**src/rtl/stack_pkg.sv**
```systemverilog
package stack_pkg;

    typedef enum logic [2:0] {
        ST_IDLE,
        ST_PUSH_DEC,
        ST_PUSH_WR,
        ST_POP_RD,
        ST_POP_WAIT
    } stk_state_t;

    typedef enum logic [1:0] {
        SP_HOLD,
        SP_DEC,
        SP_INC
    } sp_op_t;

    localparam int unsigned WORD_BYTES = 4;

endpackage

```
**src/rtl/stack_sp_reg.sv**
```systemverilog
module stack_sp_reg
    import stack_pkg::*;
#(
    parameter int unsigned     ADDR_W     = 16,
    parameter logic [ADDR_W-1:0] TOP_ADDR   = ADDR_W'(256),
    parameter logic [ADDR_W-1:0] LIMIT_ADDR = ADDR_W'(224)
) (
    input  logic              clk,
    input  logic              rst_n,
    input  sp_op_t            sp_op,
    output logic [ADDR_W-1:0] sp,
    output logic              push_blocked,
    output logic              pop_blocked
);

    localparam logic [ADDR_W-1:0] STEP       = ADDR_W'(WORD_BYTES);
    localparam logic [ADDR_W:0]   PUSH_FLOOR = {1'b0, LIMIT_ADDR} + (ADDR_W+1)'(WORD_BYTES);

    always_ff @(posedge clk) begin
        if (!rst_n) begin
            sp <= TOP_ADDR;
        end else begin
            unique case (sp_op)
                SP_DEC:  sp <= sp - STEP;
                SP_INC:  sp <= sp + STEP;
                default: sp <= sp;
            endcase
        end
    end

    always_comb begin
        push_blocked = ({1'b0, sp} < PUSH_FLOOR);
        pop_blocked  = (sp == TOP_ADDR);
    end

endmodule

```
**src/rtl/stack_data_regs.sv**
```systemverilog
module stack_data_regs #(
    parameter int unsigned DATA_W = 32
) (
    input  logic              clk,
    input  logic              rst_n,
    input  logic              load_wdata,
    input  logic [DATA_W-1:0] push_data,
    input  logic              capture_rd,
    input  logic [DATA_W-1:0] mem_rdata,
    output logic [DATA_W-1:0] wdata_q,
    output logic [DATA_W-1:0] pop_data,
    output logic              pop_valid
);

    always_ff @(posedge clk) begin
        if (!rst_n) begin
            wdata_q   <= '0;
            pop_data  <= '0;
            pop_valid <= 1'b0;
        end else begin
            if (load_wdata) begin
                wdata_q <= push_data;
            end
            if (capture_rd) begin
                pop_data <= mem_rdata;
            end
            pop_valid <= capture_rd;
        end
    end

endmodule

```
**src/rtl/stack_seq_fsm.sv**
```systemverilog
module stack_seq_fsm
    import stack_pkg::*;
(
    input  logic   clk,
    input  logic   rst_n,
    input  logic   push_req,
    input  logic   pop_req,
    input  logic   push_blocked,
    input  logic   pop_blocked,
    output logic   busy,
    output logic   mem_we,
    output sp_op_t sp_op,
    output logic   load_wdata,
    output logic   capture_rd,
    output logic   err
);

    stk_state_t state_q;
    stk_state_t state_d;
    logic       err_set;

    // state register and sticky error flag
    always_ff @(posedge clk) begin
        if (!rst_n) begin
            state_q <= ST_IDLE;
            err     <= 1'b0;
        end else begin
            state_q <= state_d;
            err     <= err | err_set;
        end
    end

    // transitions
    always_comb begin
        state_d = state_q;
        unique case (state_q)
            ST_IDLE: begin
                if (push_req) begin
                    state_d = push_blocked ? ST_IDLE : ST_PUSH_DEC;
                end else if (pop_req) begin
                    state_d = pop_blocked ? ST_IDLE : ST_POP_RD;
                end
            end
            ST_PUSH_DEC: state_d = ST_PUSH_WR;
            ST_PUSH_WR:  state_d = ST_IDLE;
            ST_POP_RD:   state_d = ST_POP_WAIT;
            ST_POP_WAIT: state_d = ST_IDLE;
            default:     state_d = ST_IDLE;
        endcase
    end

    // outputs
    always_comb begin
        busy       = 1'b1;
        mem_we     = 1'b0;
        sp_op      = SP_HOLD;
        load_wdata = 1'b0;
        capture_rd = 1'b0;
        err_set    = 1'b0;
        unique case (state_q)
            ST_IDLE: begin
                busy = 1'b0;
                if (push_req) begin
                    load_wdata = !push_blocked;
                    err_set    = push_blocked;
                end else if (pop_req) begin
                    err_set    = pop_blocked;
                end
            end
            ST_PUSH_DEC: sp_op = SP_DEC;
            ST_PUSH_WR:  mem_we = 1'b1;
            ST_POP_RD:   sp_op = SP_HOLD;
            ST_POP_WAIT: begin
                capture_rd = 1'b1;
                sp_op      = SP_INC;
            end
            default: busy = 1'b0;
        endcase
    end

endmodule

```
**src/rtl/stack_ptr_unit.sv**
```systemverilog
module stack_ptr_unit
    import stack_pkg::*;
#(
    parameter int unsigned       ADDR_W     = 16,
    parameter int unsigned       DATA_W     = 32,
    parameter logic [ADDR_W-1:0] TOP_ADDR   = ADDR_W'(256),
    parameter logic [ADDR_W-1:0] LIMIT_ADDR = ADDR_W'(224)
) (
    input  logic              clk,
    input  logic              rst_n,
    input  logic              push_req,
    input  logic              pop_req,
    input  logic [DATA_W-1:0] push_data,
    input  logic [DATA_W-1:0] mem_rdata,
    output logic [ADDR_W-3:0] mem_addr,
    output logic              mem_we,
    output logic [DATA_W-1:0] mem_wdata,
    output logic [DATA_W-1:0] pop_data,
    output logic              pop_valid,
    output logic [ADDR_W-1:0] sp,
    output logic              busy,
    output logic              err
);

    sp_op_t sp_op;
    logic   push_blocked;
    logic   pop_blocked;
    logic   load_wdata;
    logic   capture_rd;

    stack_seq_fsm u_fsm (
        .clk          (clk),
        .rst_n        (rst_n),
        .push_req     (push_req),
        .pop_req      (pop_req),
        .push_blocked (push_blocked),
        .pop_blocked  (pop_blocked),
        .busy         (busy),
        .mem_we       (mem_we),
        .sp_op        (sp_op),
        .load_wdata   (load_wdata),
        .capture_rd   (capture_rd),
        .err          (err)
    );

    stack_sp_reg #(
        .ADDR_W     (ADDR_W),
        .TOP_ADDR   (TOP_ADDR),
        .LIMIT_ADDR (LIMIT_ADDR)
    ) u_sp (
        .clk          (clk),
        .rst_n        (rst_n),
        .sp_op        (sp_op),
        .sp           (sp),
        .push_blocked (push_blocked),
        .pop_blocked  (pop_blocked)
    );

    stack_data_regs #(
        .DATA_W (DATA_W)
    ) u_data (
        .clk        (clk),
        .rst_n      (rst_n),
        .load_wdata (load_wdata),
        .push_data  (push_data),
        .capture_rd (capture_rd),
        .mem_rdata  (mem_rdata),
        .wdata_q    (mem_wdata),
        .pop_data   (pop_data),
        .pop_valid  (pop_valid)
    );

    assign mem_addr = sp[ADDR_W-1:2];

endmodule

```
**config.mk**
```make
export PLATFORM = sky130hd
export DESIGN_NAME = stack_ptr_unit
export DESIGN_NICKNAME = d
export VERILOG_FILES = /design/src/rtl/stack_pkg.sv /design/src/rtl/stack_sp_reg.sv /design/src/rtl/stack_data_regs.sv /design/src/rtl/stack_seq_fsm.sv /design/src/rtl/stack_ptr_unit.sv
export SDC_FILE = /design/constraint.sdc
export NUM_CORES = 1
export LEC_CHECK = 0
export ABC_AREA = 1
export BUFFER_PORTS_ARGS = -buffer_cell sky130_fd_sc_hd__buf_2
export CORE_AREA = 8 8 104 106
export CTS_CLUSTER_DIAMETER = 150
export DETAILED_ROUTE_END_ITERATION = 6
export DIE_AREA = 0 0 112 114
export PLACE_DENSITY = 0.79
export SYNTH_ARGS = -nofsm -noshare
export SYNTH_HDL_FRONTEND = slang
export SYNTH_SLANG_ARGS = --single-unit
```
**constraint.sdc**
```tcl
create_clock -name clk -period 2.9 [get_ports clk]
set_input_delay 0.58 -clock clk [delete_from_list [all_inputs] [get_ports clk]]
set_output_delay 0.58 -clock clk [all_outputs]
set_load 0.02 [all_outputs]
```
==> results of run 1 <==
-- state kept, by name (all words and copies together) (netlist names) --
signal,count
u_data.pop_data,32
u_data.pop_valid,1
u_data.wdata_q,32
u_fsm.err,1
u_fsm.state_q,3
u_sp.sp,14
-- metal layers --
layer / global-route usage / up-vias / share of wire / routed length, um
met5: 0 / - / 0 / 0
met1: 0.219 / 1913 / 0.44 / 5360
met4: 0.0594 / 0 / 0.0088 / 108
met2: 0.302 / 172 / 0.44 / 5420
li1: - / 2129 / - / -
met3: 0.0840 / 12 / 0.11 / 1360
-- cell type report --
| cell class | count | share of cell area |
|---|---|---|
| timing repair buffer | 171 | 0.161 |
| clock buffer | 10 | 0.0254 |
| inverter | 54 | 0.0373 |
| antenna | 1 | 0.000461 |
| multi-input combinational | 393 | 0.426 |
| sequential | 83 | 0.306 |
| clock inverter | 6 | 0.0178 |
| tap | 111 | 0.0256 |
-- cell usage in the layout (no fill, tap or decap), drive strengths merged --
master / Yosys / layout
bufinv: 0 / 2
o211ai: 1 / 1
nor2: 101 / 101
nand3: 27 / 27
conb: 1 / 2
diode: 0 / 1
clkinvlp: 0 / 1
nand4: 37 / 37
or2: 2 / 2
nor3: 3 / 3
buf: 32 / 171
xor2: 3 / 3
inv: 53 / 55
fa: 1 / 1
ha: 14 / 14
and3: 1 / 1
o21ai: 40 / 40
dfxtp: 83 / 83
nor4: 1 / 1
clkbuf: 13 / 10
nand2: 110 / 110
a21oi: 48 / 48
clkinv: 1 / 2
xnor2: 2 / 2
-- cells by family (layout without fill, tap and decap cells) --
| logic type | Yosys count | count (layout) | synth area share |
|---|---|---|---|
| DFF | 83 | 83 | 0.372 |
| other | 1 | 3 | 0.000840 |
| buffers and inverters | 99 | 241 | 0.111 |
| AOI/OAI and AO/OA | 89 | 89 | 0.128 |
| adders and majority gates | 15 | 15 | 0.0437 |
| and+or+nand+nor | 282 | 282 | 0.335 |
| xor gates and xnor gates | 5 | 5 | 0.00981 |
-- power breakdown --
group / internal (mW) / total [mW] / switching (mW)
sequential: 1.38 / 1.68 / 0.302
combinational: 1.17 / 3.36 / 2.20
clock: 0.519 / 0.968 / 0.449
-- critical path, stage by stage, from the launching register on --
cell and delay, ps:
dfxtp_1 460, inv_2 100, nor2_4 120, buf_4 320, inv_2 300, nand2_1 120
buf_2 200
-- final timing paths --
kind                                  from  slack (ps)                          endpoint  cells after the start
max          u_fsm.state_q[2]$_SDFFE_PN0P_         330                              busy                      6
min                          mem_rdata[16]         450  u_data.pop_data[16]$_SDFFE_PN0N_                      3
max reg2reg  u_fsm.state_q[2]$_SDFFE_PN0P_         340           u_sp.sp[8]$_SDFFE_PN1P_                     12
min reg2reg           u_fsm.err$_SDFF_PN0_         460              u_fsm.err$_SDFF_PN0_                      2
==> flow_summary_export.csv, run 1 <==
group,metric,value,unit
outcome,status,"complete, no violations",
clocking,holdBufCountCts,0,
sta,fin_crit_sh,0.885,
power,leakagePower,2.89,nW
sta,rsz0062_at_grt,"no",
cells_and_area,finalInstanceArea,5430,sq um
detailed_routing,vias,4226,
detailed_routing,antenna_left,0,
detailed_routing,via_per_inst,5.10,
synthesis,synth.avg_cell_area,7.78,sq um
grt,grt_pass1_wl,20.0,mm
clocking,numCtsBuffers,9,
detailed_routing,wl_per_cell,14.8,um
worst_setup_path,worstPathMaxFanout,34,
sta,timing_hold_violations_final,0,
clocking,clk_pin_slew_worst_paths,90,ps
clocking,cts_buffer_depth,2,
placed_design,dp_hpwl,9.12,mm
sta,fmax,389,MHz
synthesis,synth.distinct_cells,36,
worst_setup_path,end_kind,"primary output",
clocking,clock-root-buffer,"clkbuf_8",
sta,tns,0,ps
grt,antenna_found_initial,0,
floorplan,num_rows,35,
sta,worst_pin_slew,924,ps
sta,skew,8.96,ps
detailed_routing,dr.pass1.iters,4,
detailed_routing,post-route-drc-count,0,
worst_setup_path,cp.required,2320,ps
cells_and_area,fin_nets,795,
synthesis,synth_area_leader_cell,"dfxtp_1",
placed_design,placed_area,5190,sq um
grt,grt_pass1_vias,4289,
synthesis,netlist_top_cells_area,"dfxtp_1 37%, nor2_1 8.1%, nand2_4 7.6%, nand2_1 6.5%, a21oi_2 5.9%",
cells_and_area,syn_to_final_growth,21.6,%
clocking,cts_tree,"done",
sta,finalSetupViolCount,0,
synthesis,synth_edf_count,0,
sta,setup_ws,332,ps
floorplan,core,9110,sq um
floorplan,ios,166,
cells_and_area,multi_input_area,2310,sq um
synthesis,yosysSeqAreaShare,0.372,
synthesis,yosys-top-cells-count,"96 x nor2_1, 83 x dfxtp_1, 77 x nand2_1",
sta,fin_hold_ws,448,ps
synthesis,synth_area,4460,sq um
worst_setup_path,crit_type,"reg2out",
job,drv_cap,0,
cells_and_area,layout.area.seq,1660,sq um
cells_and_area,n_fill_cell,812,
cells_and_area,drive_above_1_share,0.370,
worst_setup_path,arrival,1990,ps
cells_and_area,fin_cells,829,
clocking,cts_repair_resize_count,0,
grt,grt_max_degree,40,
clocking,cts.sinks,83,
worst_setup_path,cp-start-kind,"register",
synthesis,synthArstFlopShare,0,
floorplan,die-area,12800,sq um
grt,overflow,0,
detailed_routing,drtIter0Drc,323,
placed_design,place_inst,812,
clocking,ctsHtreeMaxLevel,3,
synthesis,synth_flop_cell,"dfxtp_1",
power,ir_drop,430,uV
synthesis,synth_seq_cells,83,
synthesis,yosysWarnings,0,
placed_design,io_buffers,163,
synthesis,netlist_instances,574,
detailed_routing,routed_wl,12.3,mm
sta,min_period,2570,ps
floorplan,die_w,112,um
power,p_total,6.02,mW
power,p_per_area,1110,nW/um^2
synthesis,synth.most_common_cell,"nor2_1",
placed_design,gp_congestion,0.919,
clocking,clk_latency,350,ps
grt,grt_usage,0.188,
floorplan,die_h,114,um
clocking,cts_setup_buffers,0,
sta,slew_headroom,0.383,
placed_design,preCtsSetupSlack,368,ps
floorplan,initial_core_util,0.490,
cells_and_area,fin_util,0.596,
hold_path,hold_class,"in2reg",
synthesis,synth_top_area_share,0.372,
sta,slew_violations,0,
Note: power is estimated with default switching activity, not from simulation.
==> run 2, diff against run 1 <==
- ABC_AREA: 1 -> unset
- CORE_AREA: 8 8 104 106 -> 8 8 100 102
- DIE_AREA: 0 0 112 114 -> 0 0 108 110
==> run 2 against run 1 <==
Compared with the run above:
- clock skew up 3.3 ps
- first-iteration DRC count down 47%
- worst hold slack improved by 3.4 ps
- synthesized cell count fell by 26%
- non-clock buffer count up 12
- flip-flop and latch count unchanged
- clock power decreased by 2.7%
==> flow_summary_export.csv, run 2 <==
group,metric,value,unit
power,pwr-share-comb,0.522,
sta,fmax,366,MHz
synthesis,synth_fa_ha_area_frac,0.0498,
hold_path,hold_class,"reg2reg",
synthesis,synth.avg_cell_area,9.19,sq um
sta,fin_hold_ws,451,ps
worst_setup_path,ff2ff_setup_slack,170,ps
clocking,holdBufCountCts,0,
grt,grt_pass1_wl,16.6,mm
floorplan,die_h,110,um
clocking,cts_tree,"done",
grt,overflow,0,
grt,grt_usage,0.173,
worst_setup_path,worstPathMaxFanout,10,
sta,finalSetupViolCount,0,
detailed_routing,drtIter0Drc,171,
placed_design,dp_hpwl,8.18,mm
synthesis,synth-compound-area-share,0.143,
sta,skew,12.2,ps
sta,slew_violations,0,
detailed_routing,wl_per_cell,15.0,um
placed_design,gp_congestion,0.883,
synthesis,synthArstFlopShare,0,
cells_and_area,drive_above_1_share,0.363,
sta,worst_pin_slew,511,ps
cells_and_area,reg_top3,"u_data.pop_data: 32 flops, u_data.wdata_q: 32 flops, u_sp.sp: 14 flops",
grt,grt_util_met3,0.0523,
floorplan,ios,166,
power,p_sw,2.19,mW
worst_setup_path,end_kind,"register",
detailed_routing,post-route-drc-count,0,
grt,gr-usage-met1,0.201,
worst_setup_path,cp.required,3140,ps
synthesis,synth_top_area_share,0.424,
detailed_routing,routed_wl,10.5,mm
detailed_routing,vias,3408,
clocking,numCtsBuffers,9,
synthesis,yosysWarnings,0,
power,clockPowerShare,0.179,
power,p_int,3.07,mW
cells_and_area,fin_cells,698,
sta,rsz0062_at_grt,"no",
floorplan,num_rows,34,
clocking,clk_pin_slew_worst_paths,90,ps
floorplan,die_w,108,um
clocking,clk_latency,340,ps
sta,fin_crit_sh,0.943,
floorplan,core,8470,sq um
synthesis,synth_area_leader_cell,"dfxtp_1",
synthesis,netlist_instances,426,
grt,grt_pass1_vias,3426,
detailed_routing,via_per_inst,4.88,
cells_and_area,fin_nets,668,
clocking,cts_buffer_depth,2,
power,p_per_area,1050,nW/um^2
power,power_frac_seq,0.300,
grt,grt-busiest-layer,"met2",
synthesis,synth_xor_area_frac,0.0246,
detailed_routing,antenna_left,0,
synthesis,netlist_top_cells_area,"dfxtp_1 42%, mux2i_1 8.2%, nand2_1 7.8%, a21boi_0 5.4%, nor2b_1 5.3%",
sta,min_period,2730,ps
clocking,cts_setup_buffers,0,
grt,grt_max_degree,33,
synthesis,synth_area,3920,sq um
power,leakagePower,2.49,nW
clocking,ctsHtreeMaxLevel,3,
power,switching_share,0.416,
synthesis,synth_flop_cell,"dfxtp_1",
floorplan,die-area,11900,sq um
cells_and_area,final_cell_mix,"163 x buf_2, 83 x dfxtp_1, 81 x nand2_1",
clocking,clock-root-buffer,"clkbuf_8",
clocking,cts.sinks,83,
cells_and_area,final_common_cell,"buf_2",
grt,gr-usage-met2,0.289,
power,p_total,5.26,mW
synthesis,synthSimpleGateAreaFrac,0.205,
synthesis,synth_top_family_by_area,"simple AND/OR/NAND/NOR gates",
synthesis,muxShareOfSynthArea,0.0818,
sta,tns,0,ps
grt,antenna_found_initial,0,
worst_setup_path,arrival,2970,ps
clocking,cts_repair_resize_count,0,
synthesis,yosys-top-cells-count,"83 x dfxtp_1, 81 x nand2_1, 33 x nor2b_1",
power,ir_drop,726,uV
cells_and_area,syn_to_final_growth,28.2,%
synthesis,synth_seq_cells,83,
sta,slew_headroom,0.660,
outcome,status,"complete, no violations",
worst_setup_path,crit_type,"reg2reg",
placed_design,io_buffers,163,
synthesis,synth.distinct_cells,57,
cells_and_area,antenna_cells,0,
floorplan,initial_core_util,0.463,
detailed_routing,dr.pass1.iters,4,
synthesis,yosysSeqAreaShare,0.424,
synthesis,synth.most_common_cell,"dfxtp_1",
synthesis,synth_edf_count,0,
worst_setup_path,cp-start-kind,"register",
sta,timing_hold_violations_final,0,
job,drv_cap,0,
placed_design,place_inst,682,
## run 2: layout make-up
| cell class | instances | area [sq um] |
|---|---|---|
| Clock buffer | 10 | 138 |
| Inverter | 8 | 32.5 |
| Sequential cell | 83 | 1660 |
| Tap cell | 108 | 135 |
| Clock inverter | 6 | 93.8 |
| Fill cell | 762 | 3450 |
| Timing Repair Buffer | 183 | 966 |
| Multi-Input combinational cell | 300 | 1990 |
## run 2: critical path, stage by stage, from the launching register on
cell,delay [ps]
dfxtp_1,370
or3b_2,460
ha_1,230
inv_4,130
ha_1,280
and2_4,170
a221o_1,370
a21bo_1,200
a31oi_1,170
xor2_1,160
o21ai_1,80
## run 2: power groups by stage
| stage | clock, mW | sequential, mW | combinational, mW |
|---|---|---|---|
| after CTS | 0.978 | 1.57 | 2.74 |
| final | 0.942 | 1.58 | 2.74 |
| after floorplan | 0 | 1.82 | 1.83 |
| after detailed placement | 0 | 1.60 | 2.73 |
| after global placement | 0 | 1.59 | 2.68 |
| after global routing | 1.03 | 1.61 | 3.01 |
## run 2: logic make-up (layout without fill, tap and decap cells)
family | count (synthesis) | in the layout
AOI/OAI and AO/OA | 81 | 81
other | 1 | 2
adders and majority gates | 15 | 15
and+or+nand+nor | 159 | 159
DFF | 83 | 83
xor gates and xnor gates | 11 | 11
muxes | 32 | 32
buffers and inverters | 44 | 207
## run 2: through the flow
| stage | area, sq um | worst slack [ps] | utilization |
|---|---|---|---|
| after floorplan | 3930 | 49.7 | - |
| after global placement | 4780 | 169 | 0.564 |
| after detailed placement | 4780 | 128 | 0.564 |
| after CTS | 5010 | 125 | 0.592 |
| after global routing | 5020 | 3.84 | 0.593 |
| final | 5020 | 165 | 0.593 |
## run 2: per-layer routing
layer / part of all wire / vias up / wire, um
li1: - / 1744 / -
met1: 0.42 / 1545 / 4380
met2: 0.48 / 109 / 5020
met3: 0.087 / 10 / 909
met4: 0.014 / 0 / 150
met5: 0 / - / 0
## run 2: final timing paths
path	end	depth (start not counted)	from
max	u_sp.sp[13]$_SDFFE_PN0P_	10	u_fsm.state_q[1]$_SDFFE_PN0P_
min	u_data.pop_data[3]$_SDFFE_PN0N_	2	u_data.pop_data[3]$_SDFFE_PN0N_
max reg2reg	u_sp.sp[13]$_SDFFE_PN0P_	10	u_fsm.state_q[1]$_SDFFE_PN0P_
min reg2reg	u_data.pop_data[3]$_SDFFE_PN0N_	2	u_data.pop_data[3]$_SDFFE_PN0N_
